### config.mk
export PLATFORM = sky130hd
export DESIGN_NAME = llsc_reservation_tracker
export DESIGN_NICKNAME = d
export VERILOG_FILES = /design/src/rtl/llsc_reservation_tracker.sv
export SDC_FILE = /design/constraint.sdc
export NUM_CORES = 1
export LEC_CHECK = 0
export CORE_ASPECT_RATIO = 1.1
export CORE_UTILIZATION = 35
export CTS_BUF_LIST = sky130_fd_sc_hd__clkbuf_2 sky130_fd_sc_hd__clkbuf_4 sky130_fd_sc_hd__clkbuf_8
export DETAILED_ROUTE_END_ITERATION = 8
export DONT_BUFFER_PORTS = 1
export PLACE_DENSITY = 0.59
export SLEW_MARGIN = 0
export SYNTH_ARGS = -nofsm -noshare
export SYNTH_HDL_FRONTEND = slang
export SYNTH_SLANG_ARGS = --single-unit
export TNS_END_PERCENT = 30
### constraint.sdc
create_clock -name clk -period 4.2 [get_ports clk]
set_input_delay 0.21 -clock clk [delete_from_list [all_inputs] [get_ports clk]]
set_output_delay 0.21 -clock clk [all_outputs]
set_load 0.01 [all_outputs]
### src/rtl/llsc_reservation_tracker.sv
module llsc_reservation_tracker #(
  parameter int ADDR_W      = 26,
  parameter int HOLD_CYCLES = 16
) (
  input  logic              clk,
  input  logic              rst_n,
  input  logic              ll_valid,
  input  logic [ADDR_W-1:0] ll_addr,
  input  logic              ll_excl,
  input  logic              sc_valid,
  input  logic [ADDR_W-1:0] sc_addr,
  input  logic              st_valid,
  input  logic [ADDR_W-1:0] st_addr,
  input  logic              dg_req,
  input  logic [ADDR_W-1:0] dg_addr,
  output logic              dg_stall,
  output logic              sc_done,
  output logic              sc_ok,
  output logic              link_valid,
  output logic [ADDR_W-1:0] link_addr
);
  localparam int CNT_W = $clog2(HOLD_CYCLES + 1);
  localparam logic [CNT_W-1:0] CNT_LOAD = CNT_W'(HOLD_CYCLES);
  localparam logic [CNT_W-1:0] CNT_ONE  = CNT_W'(1);

  logic              link_q;
  logic [ADDR_W-1:0] addr_q;
  logic [CNT_W-1:0]  cnt_q;
  logic              done_q, ok_q;

  wire sc_hit  = link_q && (sc_addr == addr_q);
  wire st_hit  = link_q && (st_addr == addr_q);
  wire dg_hit  = link_q && (dg_addr == addr_q);
  wire holding = (cnt_q != '0);
  wire dg_take = dg_req && dg_hit && !holding;

  assign dg_stall   = dg_req && dg_hit && holding;
  assign sc_done    = done_q;
  assign sc_ok      = ok_q;
  assign link_valid = link_q;
  assign link_addr  = addr_q;

  always_ff @(posedge clk) begin
    if (!rst_n) begin
      link_q <= 1'b0;
      addr_q <= '0;
      cnt_q  <= '0;
      done_q <= 1'b0;
      ok_q   <= 1'b0;
    end else begin
      done_q <= sc_valid;
      ok_q   <= sc_valid && sc_hit;
      if (ll_valid) begin
        link_q <= ll_excl;
        addr_q <= ll_addr;
        cnt_q  <= ll_excl ? CNT_LOAD : '0;
      end else if (sc_valid || (st_valid && st_hit) || dg_take) begin
        link_q <= 1'b0;
        cnt_q  <= '0;
      end else if (holding) begin
        cnt_q  <= cnt_q - CNT_ONE;
      end
    end
  end

  AST_STALL_NEEDS_LINK: assert property (@(posedge clk) disable iff (!rst_n)
    dg_stall |-> link_q);
  AST_WINDOW_BOUND: assert property (@(posedge clk) disable iff (!rst_n)
    cnt_q <= CNT_LOAD);
  AST_LL_SETS_LINK: assert property (@(posedge clk) disable iff (!rst_n)
    (ll_valid && ll_excl) |=> (link_q && addr_q == $past(ll_addr)));
  AST_RESULT_PULSE: assert property (@(posedge clk) disable iff (!rst_n)
    sc_ok |-> sc_done);
  AST_SC_DROPS_LINK: assert property (@(posedge clk) disable iff (!rst_n)
    (sc_valid && !ll_valid) |=> !link_q);
  AST_STORE_DROPS_LINK: assert property (@(posedge clk) disable iff (!rst_n)
    (st_valid && link_q && st_addr == addr_q && !ll_valid) |=> !link_q);
  AST_OTHER_LINE_FREE: assert property (@(posedge clk) disable iff (!rst_n)
    (dg_req && dg_addr != addr_q) |-> !dg_stall);
  AST_SC_ENDS_HOLD: assert property (@(posedge clk) disable iff (!rst_n)
    (sc_valid && !ll_valid) |=> !dg_stall);
endmodule

-- Word level (Yosys, flattened, before mapping)
Cells that the tools add are included.
- flip-flop bits (word level): 34
- bits of input ports: 111
- output and inout port bits: 30
- word-level logic and storage cells: 29
- add/sub/neg operators: 1
- equality and inequality tests: 3
- multiplexer cells: 6
- reductions and logical operators: 14
- operators by type and width (kind ; count):
    == test 26 bit ; 3
    two-way mux 5 bit ; 4
    logical AND 1 bit ; 8
    nonzero test 5 bit ; 1
    subtractor 5 x 1 -> 5 bit, second input constant ; 1
    nonzero test 3 bit ; 1
    logical OR 1 bit ; 2
    two-way mux 1 bit ; 2
    nonzero test 2 bit ; 1
    logical NOT 1 bit ; 1

-- Longest topological paths before layout
- depth in word-level cells: 7
- depth in mapped cells: 7
- depth with buffers taken out: 7

-- Worst setup path after synthesis
No wires, ideal clock.
- path kind: register to register
- start: register addr_q[11] (netlist: link_addr[11])
- end: register link_q (netlist: link_valid)
- setup time: 123 ps
- arrival: 1812 ps
- data required time: 4077 ps
- setup slack: 2265 ps
- cell stages (with the launch flop): 6
- path buffers: 0
- clock period less this slack: 1935 ps
- path through: dfxtp_1 > xor2_1 > or4_4 > or4_4 > o31ai_2 > o21ai_1
- longest elaborated chain between the ends: 6
- elaborated cells on any way between the ends: 10
- classes of those cells: eq/ne (2); reduce/logical (8)
- RTL lines (element ; line ; source):
    start: declaration ; 27 ; logic [ADDR_W-1:0] addr_q;
    start signal: assignment ; 55 ; addr_q <= ll_addr;
    == test 26 bit (on tied branches) ; 32, 33 ;
    logical AND 1 bit (on tied branches) ; 32, 33 ;
    logical AND 1 bit (on tied branches) ; 57, 35 ;
    logical OR 1 bit or logical AND 1 bit (tied branches) ; 57, 35 ;
    logical OR 1 bit (*) ; 57 ; end else if (sc_valid || (st_valid && st_hit) || dg_take) begin
    nonzero test 2 bit (no line) (*) ; -- ;
    end signal: assignment ; 54 ; link_q <= ll_excl;
    end: declaration ; 26 ; logic link_q;
Mark *: on every way between the ends. The rest lies on a longest branch, timed or not.
A chain may end at the register's enable or synchronous reset.

-- Worst setup path in the final report
- start: register addr_q[11] (netlist: link_addr[11])
- end: output dg_stall
- longest elaborated chain between the ends: 4
- RTL lines (element ; line ; source):
    == test 26 bit ; 33 ; wire dg_hit = link_q && (dg_addr == addr_q);
    logical AND 1 bit ; 33 ;
    logical AND 1 bit (2 in a row) ; 37 ; assign dg_stall = dg_req && dg_hit && holding;
    end: declaration ; 16 ; output logic dg_stall,
Every way passes these cells.

==> qor.csv <==
metric;value;unit
fraction of layout instances using a drive strength above 1;6.81;%
ant diodes;0;
die height;85.5;um
Power per Cell Area;320;nW/um^2
final instance area;2380;um^2
Total Routing Usage GR;18.2;%
post-route ant nets;0;
reg2reg path depth;5;
crit-path max FO;5;
num ports;141;
multi-input logic area;1490;um^2
RSZ-0062 raised after global routing;false;
CP max stage delay;550;ps
CP cell instances;xor2_1 -> or4_4 -> nor2_1 -> nand4_1 -> nor2_1;
row count;30;
synthesis warning total;0;
Final Wtd Congestion;0.814;
maxcap violations;0;
crit path to;dg_stall;
Initial Utilization;36.1;%
syn_area_per_cell;9.53;um^2
Die Area;6670;um^2
initial antenna violation count;0;
Fin. Hold Viols;0;
placed cell area;2280;um^2
Max VDD drop;0.132;mV
relative max-transition margin;61.6;%
Tightest Hold Check Type;in2reg;
Async SR Flop Fraction;0;%
synth top area cells;dfxtp_1 31%, xor2_1 17%, xnor2_1 14%;
critical path arrival;1910;ps
Final Max Slew Viols;0;
top cells by count, synth;42 x xor2_1, 36 x xnor2_1, 34 x dfxtp_1, 26 x mux2i_1, 26 x nor2b_1;
routed wire length;6160;um
WS Path Type;reg2out;
fin crit period;2120;ps
Critical Path RT;3990;ps
Leak;0.925;nW
Worst Path Buf+Inv;0;
#FFs+latches synth;34;
Skew-Pair Late Insertion Delay;290;ps
root buffer cell;clkbuf_8;
post-synthesis sequential area ratio;30.6;%
First DRT Iteration DRCs;61;
first-pass GRT wire length;8980;um
Worst path top cell family by delay;simple AND/OR/NAND/NOR gates;
CP dominant cell by count;nor2_1;
worst reg2reg endpoint;cnt_q[1];
Hold Buf Count CTS;0;
total power;761;uW
via count;1651;
EDFF count, synth;0;
post-DP HPWL;5010;um
Worst-Margin Slew;571;ps
syn_nets;345;
buffers added on ports;0;
most frequent cell after synthesis;xor2_1;
clk slew on worst S/H paths;70;ps
largest net degree at the start of global routing;30;
Worst path depth;5;
CP Capture Type;output pin;
Core Util, Final;38.7;%
# fillers;688;
failing checks;design-rule violations;
Worst Setup Start Kind;flop;
Die Span X;78.0;um
final setup violation count;0;
Syn Std Cell Area;2220;um^2
clk sink count;34;
Mapped Cells;233;
R2R setup slack;2130;ps
FF/Latch Area;681;um^2
Avg Vias per Cell;5.24;
Synth cell types;33;
worst r2r src;link_addr[11];
predominant post-synthesis flop cell;dfxtp_1;
clock skew;7.25;ps
share of the clock period used by the worst path;50.4;%
status;complete, but fails checks;
drt wl/cell;19.5;um
setup TNS;0;ps
TritonCTS clock tree;yes;
Fmax achieved;472;MHz
Clock Tree Buf Depth;2;
Final #Nets;346;
Synth area leader;dfxtp_1;
vias in the first global route;1646;
total core area;6160;um^2
Num CTS Buffers;5;
post-synth top area share;30.6;%
postcts setup bufs;0;
layout overhead on the synthesized area;7.15;%
Worst Setup SP;link_addr[11];
DRT Pass-1 Iters;6;
Resized Gates After CTS;0;
H-tree levels;2;
GRT Residual Overflow;0;
DR DRC count;1;
slowest stage cell, crit path;or4_4;
[per-stage QoR]
step	instances	hold WS, ps	setup WS [ps]
2_1_floorplan	233	354	2270
3_3_place_gp	307	343	2190
3_5_place_dp	307	347	2150
4_1_cts	315	44.1	2060
5_1_grt	315	42.3	1980
6_report	315	55.7	2080
[power by group]
part / leakage (nW) / internal, mW / total (mW) / switching [mW]
clock network: 0.0517 / 0.139 / 0.261 / 0.122
logic: 0.593 / 0.0704 / 0.119 / 0.0481
registers: 0.280 / 0.340 / 0.381 / 0.0417
total: 0.925 / 0.549 / 0.761 / 0.212
[layout make-up]
type | count | share of cell area [%]
multi-input cells | 189 | 62.6
flip-flops and latches | 34 | 28.6
well taps | 80 | 4.21
clock buffers | 7 | 3.79
inverters | 4 | 0.631
clock inverters | 1 | 0.210
[cells by family (layout without fill, tap and decap cells)]
group	after synthesis	in the layout	synth area share, %
flops	34	34	30.6
simple gates	73	73	20.7
xor+xnor	78	78	30.8
buf+inv	10	12	2.31
fa+ha+maj	1	1	0.563
compound gates	11	11	3.32
mux	26	26	11.7
[sequential cells by signal, indices dropped and copies added (netlist names)]
| register | flops |
|---|---|
| cnt_q | 5 |
| sc_ok | 1 |
| link_addr | 26 |
| sc_done | 1 |
| link_valid | 1 |
[how the worst min path moves through the flow]
stage	slack [ps]	startpoint	depth (start not counted)	endpoint
detailed placement	350	rst_n	1	link_addr[0]
finish	60	rst_n	1	link_addr[16]
floorplan	350	sc_valid	1	sc_done
global placement	340	rst_n	1	link_addr[22]
CTS	40	rst_n	1	link_addr[0]
global route	40	rst_n	1	link_addr[1]
[metal layers]
| layer | routed length (um) | GRT usage, % |
|---|---|---|
| met5 | 0 | 0 |
| met2 | 3080 | 31.4 |
| met3 | 413 | 5.32 |
| met1 | 2530 | 21.4 |
| met4 | 131 | 6.73 |
[cells in the final DEF, fill, tap and decap left out, types with 2 or more instances in the layout]
master,instances
a21oi_1,4
xnor2_1,36
inv_1,4
or4_4,2
o211ai_1,2
nor2b_1,26
nor2_1,5
nand3_1,3
nor4_1,10
clkbuf_8,6
mux2i_1,26
nand2_1,6
dfxtp_1,34
nor3_1,5
xor2_1,42
nand4_1,9
Note: power is estimated with default switching activity, not from simulation.
